### src/rtl/dre_pkg.sv
package dre_pkg;

  localparam int REG_W   = 16;
  localparam int SPACE_W = 4;

  typedef enum logic [1:0] {
    SEL_ADDR = 2'd0,
    SEL_CFG  = 2'd1,
    SEL_STAT = 2'd2,
    SEL_DATA = 2'd3
  } reg_sel_e;

  typedef enum logic [1:0] {
    ST_IDLE  = 2'd0,
    ST_RUN   = 2'd1,
    ST_DRAIN = 2'd2
  } eng_state_e;

  // control word bit positions
  localparam int CB_RST      = 0;
  localparam int CB_AUTO     = 1;
  localparam int CB_LEN_LO   = 2;
  localparam int CB_START    = 4;
  localparam int CB_IE_FULL  = 5;
  localparam int CB_IE_NE    = 6;
  localparam int CB_SPACE_LO = 12;

  // status word bit positions
  localparam int SB_UNDERWAY = 0;
  localparam int SB_RST_BUSY = 2;
  localparam int SB_FULL     = 5;
  localparam int SB_NE       = 6;

  localparam logic [1:0] LEN_FREE = 2'd3;

  typedef struct packed {
    logic [SPACE_W-1:0] space;
    logic               ie_ne;
    logic               ie_full;
    logic [1:0]         len;
    logic               autoinc;
    logic               hold_rst;
  } cfg_t;

  function automatic logic [4:0] burst_words(input logic [1:0] code);
    case (code)
      2'd0:    return 5'd1;
      2'd1:    return 5'd8;
      2'd2:    return 5'd16;
      default: return 5'd0;
    endcase
  endfunction

endpackage

### src/rtl/dre_regs.sv
module dre_regs
  import dre_pkg::*;
#(
  parameter int ADDR_W   = 16,
  parameter int RST_HOLD = 8
) (
  input  logic              clk,
  input  logic              rst,
  input  logic              cfg_we,
  input  cfg_t              cfg_wval,
  input  logic              addr_we,
  input  logic [ADDR_W-1:0] addr_wval,
  input  logic              addr_lock,
  input  logic              addr_inc,
  output cfg_t              cfg,
  output logic [ADDR_W-1:0] addr,
  output logic              dsp_rst
);

  localparam int HOLD_W = $clog2(RST_HOLD + 1);

  logic [HOLD_W-1:0] hold_cnt;

  always_ff @(posedge clk) begin
    if (rst) begin
      cfg <= '0;
    end else if (cfg_we) begin
      cfg <= cfg_wval;
    end
  end

  always_ff @(posedge clk) begin
    if (rst) begin
      addr <= '0;
    end else if (addr_we && !addr_lock) begin
      addr <= addr_wval;
    end else if (addr_inc) begin
      addr <= addr + ADDR_W'(1);
    end
  end

  // reset pulse stretcher: output follows the bit but lasts RST_HOLD cycles minimum
  always_ff @(posedge clk) begin
    if (rst) begin
      dsp_rst  <= 1'b0;
      hold_cnt <= '0;
    end else if (cfg.hold_rst) begin
      dsp_rst <= 1'b1;
      if (hold_cnt < HOLD_W'(RST_HOLD)) hold_cnt <= hold_cnt + HOLD_W'(1);
    end else if (dsp_rst && hold_cnt < HOLD_W'(RST_HOLD)) begin
      hold_cnt <= hold_cnt + HOLD_W'(1);
    end else begin
      dsp_rst  <= 1'b0;
      hold_cnt <= '0;
    end
  end

endmodule

### src/rtl/dre_fifo.sv
module dre_fifo #(
  parameter int W     = 16,
  parameter int DEPTH = 16
) (
  input  logic                       clk,
  input  logic                       rst,
  input  logic                       flush,
  input  logic                       push,
  input  logic [W-1:0]               din,
  input  logic                       pop,
  output logic [W-1:0]               dout,
  output logic [$clog2(DEPTH+1)-1:0] count
);

  localparam int PTR_W = $clog2(DEPTH);
  localparam int CNT_W = $clog2(DEPTH + 1);

  logic [W-1:0]     mem [DEPTH];
  logic [PTR_W-1:0] wptr, rptr;
  logic             do_push, do_pop;

  assign do_push = push && (count != CNT_W'(DEPTH));
  assign do_pop  = pop && (count != '0);

  function automatic logic [PTR_W-1:0] nxt(input logic [PTR_W-1:0] p);
    return (p == PTR_W'(DEPTH - 1)) ? '0 : p + PTR_W'(1);
  endfunction

  // storage and output register without reset so block RAM can be inferred
  always_ff @(posedge clk) begin
    if (do_push && !flush) mem[wptr] <= din;
    if (pop) dout <= do_pop ? mem[rptr] : '0;
  end

  always_ff @(posedge clk) begin
    if (rst || flush) begin
      wptr  <= '0;
      rptr  <= '0;
      count <= '0;
    end else begin
      if (do_push) wptr <= nxt(wptr);
      if (do_pop)  rptr <= nxt(rptr);
      case ({do_push, do_pop})
        2'b10:   count <= count + CNT_W'(1);
        2'b01:   count <= count - CNT_W'(1);
        default: count <= count;
      endcase
    end
  end

endmodule

### src/rtl/dre_ctrl.sv
module dre_ctrl
  import dre_pkg::*;
#(
  parameter int DEPTH = 16
) (
  input  logic                       clk,
  input  logic                       rst,
  input  logic                       start,
  input  logic                       stop,
  input  logic [1:0]                 len,
  input  logic                       autoinc,
  input  logic [SPACE_W-1:0]         space_in,
  input  logic [$clog2(DEPTH+1)-1:0] fifo_count,
  input  logic                       mem_gnt,
  input  logic                       mem_rvalid,
  output logic                       mem_req,
  output logic [SPACE_W-1:0]         mem_space,
  output logic                       push,
  output logic                       flush,
  output logic                       addr_inc,
  output logic                       underway
);

  localparam int CNT_W = $clog2(DEPTH + 1);
  localparam int SUM_W = CNT_W + 1;

  eng_state_e         state;
  logic [4:0]         left_q;
  logic [CNT_W-1:0]   out_q;
  logic               free_q, auto_q;
  logic [SPACE_W-1:0] space_q;
  logic               credit, want, accept;

  assign credit   = ({1'b0, fifo_count} + {1'b0, out_q}) < SUM_W'(DEPTH);
  assign want     = free_q || (left_q != '0);
  assign mem_req  = (state == ST_RUN) && want && credit;
  assign accept   = mem_req && mem_gnt;
  assign push     = mem_rvalid && (state == ST_RUN);
  assign flush    = stop && (state == ST_RUN);
  assign addr_inc = accept && auto_q;
  assign underway = (state == ST_RUN);
  assign mem_space = space_q;

  always_ff @(posedge clk) begin
    if (rst) begin
      out_q <= '0;
    end else begin
      case ({accept, mem_rvalid})
        2'b10:   out_q <= out_q + CNT_W'(1);
        2'b01:   out_q <= out_q - CNT_W'(1);
        default: out_q <= out_q;
      endcase
    end
  end

  always_ff @(posedge clk) begin
    if (rst) begin
      state   <= ST_IDLE;
      left_q  <= '0;
      free_q  <= 1'b0;
      auto_q  <= 1'b0;
      space_q <= '0;
    end else begin
      case (state)
        ST_IDLE: begin
          if (start) begin
            state   <= ST_RUN;
            left_q  <= burst_words(len);
            free_q  <= (len == LEN_FREE);
            auto_q  <= autoinc;
            space_q <= space_in;
          end
        end
        ST_RUN: begin
          if (stop) begin
            state <= ST_DRAIN;
          end else begin
            if (accept && !free_q) left_q <= left_q - 5'd1;
            if (!free_q && left_q == '0 && out_q == '0) state <= ST_IDLE;
          end
        end
        ST_DRAIN: begin
          if (out_q == '0) state <= ST_IDLE;
        end
        default: state <= ST_IDLE;
      endcase
    end
  end

endmodule

### src/rtl/dspmem_rd_engine.sv
module dspmem_rd_engine
  import dre_pkg::*;
#(
  parameter int ADDR_W   = 16,
  parameter int DEPTH    = 16,
  parameter int RST_HOLD = 8
) (
  input  logic               clk,
  input  logic               rst,
  input  logic               host_wr_i,
  input  logic               host_rd_i,
  input  logic [1:0]         host_sel_i,
  input  logic [REG_W-1:0]   host_wdata_i,
  output logic [REG_W-1:0]   host_rdata_o,
  output logic               irq_o,
  output logic               dsp_reset_o,
  output logic               mem_req_o,
  output logic [ADDR_W-1:0]  mem_addr_o,
  output logic [SPACE_W-1:0] mem_space_o,
  input  logic               mem_gnt_i,
  input  logic               mem_rvalid_i,
  input  logic [REG_W-1:0]   mem_rdata_i
);

  localparam int CNT_W = $clog2(DEPTH + 1);

  reg_sel_e         sel, sel_q;
  cfg_t             cfg, cfg_wval;
  logic             cfg_we, addr_we, eng_start, eng_stop;
  logic             fifo_push, fifo_flush, fifo_pop, fifo_full, fifo_ne;
  logic [CNT_W-1:0] fifo_count;
  logic [REG_W-1:0] fifo_dout, rdata_q, status_w, cfg_rb;
  logic             eng_underway, addr_inc;
  logic [ADDR_W-1:0] addr_q;
  logic             unused_wbits;

  assign sel          = reg_sel_e'(host_sel_i);
  assign cfg_we       = host_wr_i && (sel == SEL_CFG);
  assign addr_we      = host_wr_i && (sel == SEL_ADDR);
  assign eng_start    = cfg_we && host_wdata_i[CB_START] && !host_wdata_i[CB_RST];
  assign eng_stop     = cfg_we && (!host_wdata_i[CB_START] || host_wdata_i[CB_RST]);
  assign fifo_pop     = host_rd_i && (sel == SEL_DATA);
  assign unused_wbits = ^host_wdata_i[11:7];

  always_comb begin
    cfg_wval          = '0;
    cfg_wval.hold_rst = host_wdata_i[CB_RST];
    cfg_wval.autoinc  = host_wdata_i[CB_AUTO];
    cfg_wval.len      = host_wdata_i[CB_LEN_LO +: 2];
    cfg_wval.ie_full  = host_wdata_i[CB_IE_FULL];
    cfg_wval.ie_ne    = host_wdata_i[CB_IE_NE];
    cfg_wval.space    = host_wdata_i[CB_SPACE_LO +: SPACE_W];
  end

  dre_regs #(.ADDR_W(ADDR_W), .RST_HOLD(RST_HOLD)) u_regs (
    .clk       (clk),
    .rst       (rst),
    .cfg_we    (cfg_we),
    .cfg_wval  (cfg_wval),
    .addr_we   (addr_we),
    .addr_wval (host_wdata_i[ADDR_W-1:0]),
    .addr_lock (eng_underway),
    .addr_inc  (addr_inc),
    .cfg       (cfg),
    .addr      (addr_q),
    .dsp_rst   (dsp_reset_o)
  );

  dre_ctrl #(.DEPTH(DEPTH)) u_ctrl (
    .clk        (clk),
    .rst        (rst),
    .start      (eng_start),
    .stop       (eng_stop),
    .len        (host_wdata_i[CB_LEN_LO +: 2]),
    .autoinc    (host_wdata_i[CB_AUTO]),
    .space_in   (host_wdata_i[CB_SPACE_LO +: SPACE_W]),
    .fifo_count (fifo_count),
    .mem_gnt    (mem_gnt_i),
    .mem_rvalid (mem_rvalid_i),
    .mem_req    (mem_req_o),
    .mem_space  (mem_space_o),
    .push       (fifo_push),
    .flush      (fifo_flush),
    .addr_inc   (addr_inc),
    .underway   (eng_underway)
  );

  dre_fifo #(.W(REG_W), .DEPTH(DEPTH)) u_fifo (
    .clk   (clk),
    .rst   (rst),
    .flush (fifo_flush),
    .push  (fifo_push),
    .din   (mem_rdata_i),
    .pop   (fifo_pop),
    .dout  (fifo_dout),
    .count (fifo_count)
  );

  assign mem_addr_o = addr_q;
  assign fifo_full  = (fifo_count == CNT_W'(DEPTH));
  assign fifo_ne    = (fifo_count != '0);

  always_comb begin
    status_w              = '0;
    status_w[SB_UNDERWAY] = eng_underway;
    status_w[SB_RST_BUSY] = dsp_reset_o;
    status_w[SB_FULL]     = fifo_full;
    status_w[SB_NE]       = fifo_ne;
  end

  always_comb begin
    cfg_rb                            = '0;
    cfg_rb[CB_RST]                    = cfg.hold_rst;
    cfg_rb[CB_AUTO]                   = cfg.autoinc;
    cfg_rb[CB_LEN_LO +: 2]            = cfg.len;
    cfg_rb[CB_START]                  = eng_underway;
    cfg_rb[CB_IE_FULL]                = cfg.ie_full;
    cfg_rb[CB_IE_NE]                  = cfg.ie_ne;
    cfg_rb[CB_SPACE_LO +: SPACE_W]    = cfg.space;
  end

  always_ff @(posedge clk) begin
    if (rst) begin
      sel_q   <= SEL_ADDR;
      rdata_q <= '0;
    end else if (host_rd_i) begin
      sel_q <= sel;
      case (sel)
        SEL_ADDR: rdata_q <= REG_W'(addr_q);
        SEL_CFG:  rdata_q <= cfg_rb;
        SEL_STAT: rdata_q <= status_w;
        default:  rdata_q <= '0;
      endcase
    end
  end

  assign host_rdata_o = (sel_q == SEL_DATA) ? fifo_dout : rdata_q;

  always_ff @(posedge clk) begin
    if (rst) irq_o <= 1'b0;
    else     irq_o <= (cfg.ie_full && fifo_full) || (cfg.ie_ne && fifo_ne);
  end

endmodule

### config.mk
export PLATFORM = sky130hd
export DESIGN_NAME = dspmem_rd_engine
export DESIGN_NICKNAME = d
export VERILOG_FILES = /design/src/rtl/dre_pkg.sv /design/src/rtl/dre_regs.sv /design/src/rtl/dre_fifo.sv /design/src/rtl/dre_ctrl.sv /design/src/rtl/dspmem_rd_engine.sv
export SDC_FILE = /design/constraint.sdc
export NUM_CORES = 1
export LEC_CHECK = 0
export BUFFER_PORTS_ARGS = -buffer_cell sky130_fd_sc_hd__buf_2
export CAP_MARGIN = 30
export CELL_PAD_IN_SITES_DETAIL_PLACEMENT = 1
export CELL_PAD_IN_SITES_GLOBAL_PLACEMENT = 1
export CORE_ASPECT_RATIO = 0.5
export CORE_MARGIN = 2
export CORE_UTILIZATION = 50
export CTS_BUF_LIST = sky130_fd_sc_hd__clkbuf_16
export DETAILED_ROUTE_END_ITERATION = 8
export PLACE_DENSITY = 0.8
export SLEW_MARGIN = 20
export SYNTH_ARGS = -nofsm -noshare
export SYNTH_HDL_FRONTEND = slang
export SYNTH_SLANG_ARGS = --single-unit
export TNS_END_PERCENT = 1
### constraint.sdc
create_clock -name clk -period 4.3 [get_ports clk]
set_input_delay 0.43 -clock clk [delete_from_list [all_inputs] [get_ports clk]]
set_output_delay 0.43 -clock clk [all_outputs]
set_load 0.1 [all_outputs]
==> results_dict.tcl <==
set metrics [dict create \
    status "finished clean" \
    syn_nets 1010 \
    ys.flop_type "edfxtp_1" \
    drt_iter0_drc 671 \
    ctsRootBufferMaster "clkbuf_16" \
    cts-buffers-inserted 31 \
    post-route-min-period_ns 3.50 \
    clock_latency_ns 0.59 \
    initial_core_util_pct 50.7 \
    setup_violations 0 \
    dp_hpwl_um 22700 \
    final_nets 1094 \
    fp.dieArea_um2 30800 \
    rows 44 \
    critical-path-top-delay-family "simple AND/OR/NAND/NOR gates" \
    total_power_uw 6900 \
    crit_start "u_fifo.count[4]" \
    path_class "flop to flop" \
    yosysSeqAreaShare_pct 66.8 \
    track_usage_pct 24.5 \
    drt_pass1_iterations 5 \
    multi_input_area_um2 4610 \
    overflow 0 \
    fp.dieH_um 125 \
    placed_area_um2 15600 \
    synth_cell_types 53 \
    vias 8758 \
    seq_area_um2 9800 \
    holdBufCountCts 0 \
    crit_arrival_ns 4.01 \
    clock_skew_ns 0.00937 \
    cts_setup_buffers 0 \
    met2_usage_pct 39.0 \
    ant_nets 0 \
    layout_common_cells "edfxtp_1, mux4_2, buf_2, dfxtp_1, nor2_1" \
    clockBufferDepth 3 \
    antenna_found_initial 1 \
    cts.sinks 353 \
    yosys-top-cells-area "edfxtp_1, mux4_2, dfxtp_1" \
    dieWidth_um 246 \
    fmax_mhz 286 \
    drt_wl_total_um 36700 \
    post-route-period-util_pct 81.4 \
    finalWeightedCongestion 0.896 \
    path_buf_inv 0 \
    async_flop_share_pct 0 \
    synth_edf_count 272 \
    ctsResizeCount 0 \
    final_core_util_pct 57.5 \
    grt_start_max_net_pins 61 \
    yosys.area.top_type_share_pct 55.7 \
    io_buffers 78 \
    met1_usage_pct 34.1 \
    routedWlPerCell_um 25.4 \
    cts-htree-levels 1 \
    grt_pass1_wl_um 56400 \
    grt_pass1_vias 9170 \
    yosysTopAreaCell "edfxtp_1" \
    routed_via_density 6.05 \
    syn_area_um2 14700 \
    path_cells "ha_1, or3_4, a211o_1, nor2_2, nand2_1, ha_1, ha_1, nor2b_1, o21ai_0, a21oi_1, or4_1, a21oi_1" \
    cts_tree "built" \
    path_max_fanout 11 \
    hold_slack_ns 0.118 \
    drc 0 \
    synth-warning-count 0 \
    core_area_um2 28900 \
    rsz0062_at_grt "no" \
    r2r_start "u_fifo.count[4]" \
    p_per_area_nw_per_um2 415 \
    stdcell_area_um2 16600 \
    max_stage_delay_ns 0.48 \
    crit_path_end_kind "flop" \
    io_pins 79 \
    start_kind "flop" \
    area_delta_synth_final_pct 13.4 \
    critPathRequiredTime_ns 4.81 \
    slew-limit-headroom_pct 37.2 \
    worstHoldStart "host_wdata_i[14]" \
    tightest_slew_ns 0.942 \
    synth_seq_cells 353 \
    grt_util_met3_pct 4.74 \
    final_common_cell "edfxtp_1" \
    fillers 2736 \
    cpMostUsedCell "ha_1" \
    clk_pin_slew_worst_paths_ns 0.06 \
    tns_ns 0 \
    synth_cells 947 \
    synth_area_per_cell_um2 15.5 \
    drv_slew 0 \
    vdd_ir_drop_max_mv 0.296 \
    grt-busiest-layer "met2" \
    hold_viol 0 \
    maxCapViolCount 0 \
    critPathSlowestCell "or4_1" \
    drive_above_1_share_pct 25.3 \
    p_leak_uw 0.00562 \
    min_path_type "primary input to flop" \
]
area by class of cell:
class / instances / share of cell area (%)
sequential: 353 / 58.9
multi-input combinational: 520 / 27.7
clock buffer: 32 / 4.82
timing repair buffer: 103 / 3.63
tap: 391 / 2.94
clock inverter: 26 / 1.45
inverter: 22 / 0.497
antenna: 1 / 0.0151
flip-flops by register name, summed over array words and instances, names as in the netlist:
register          count
u_ctrl.out_q          5
sel_q                 2
u_ctrl.free_q         1
u_ctrl.left_q         5
u_ctrl.state          2
u_fifo.rptr           4
u_fifo.count          5
u_regs.hold_cnt       4
irq_o                 1
u_ctrl.mem_space      4
u_ctrl.auto_q         1
u_fifo.wptr           4
u_fifo.mem          256
u_fifo.dout          16
u_regs.addr          16
rdata_q              16
u_regs.cfg           10
u_regs.dsp_rst        1
stage by stage:
stage / cells / setup WS [ns]
after CTS: 1447 / 0.821
after floorplan: 947 / 0.280
final: 1448 / 0.799
after detailed placement: 1389 / 0.797
after global routing: 1447 / 0.590
after global placement: 1389 / 0.898
path summary, 6_finish.rpt:
kind | depth (start not counted) | slack (ns) | end
min reg2reg | 2 | 0.46 | u_regs.cfg[6]
min | 3 | 0.12 | u_regs.cfg[8]
max | 12 | 0.80 | u_ctrl.out_q[4]
max reg2reg | 12 | 0.80 | u_ctrl.out_q[4]
per-layer routing:
layer,vias up,routed length (um)
met5,-,0
met4,0,1220
met3,88,2290
met2,304,17400
met1,4518,15800
li1,3848,-
cell usage after synthesis, drive strengths merged (12+ instances only):
cell,count
edfxtp,272
dfxtp,81
mux4,80
nor2,74
nand2,52
a21oi,41
clkbuf,40
nor2b,23
o21ai,23
inv,22
mux2,22
ha,21
and2,19
nor3,18
mux2i,15
a31oi,13
nand3,13
buf,12
report_power, final:
| part | internal (uW) | switching, uW |
|---|---|---|
| registers | 3690 | 28.8 |
| clock network | 1600 | 1280 |
| logic | 80.2 | 223 |
| total | 5370 | 1530 |
worst reg2reg max path, delay by kind of cell (launching register included):
kind | cells | cell delay [ns]
adders and majority gates | 3 | 0.84
AOI/OAI and AO/OA | 4 | 0.88
DFF | 1 | 0.43
and+or+nand+nor | 5 | 1.29
cells by family after synthesis:
| kind of cell | count (synthesis) | synth area share (%) |
|---|---|---|
| AOI/OAI and AO/OA | 126 | 5.40 |
| xor gates and xnor gates | 8 | 0.478 |
| adders and majority gates | 23 | 2.07 |
| buffers and inverters | 74 | 1.94 |
| DFF | 353 | 66.8 |
| muxes | 117 | 15.0 |
| and+or+nand+nor | 246 | 8.32 |
Note: power is estimated with default switching activity, not from simulation.
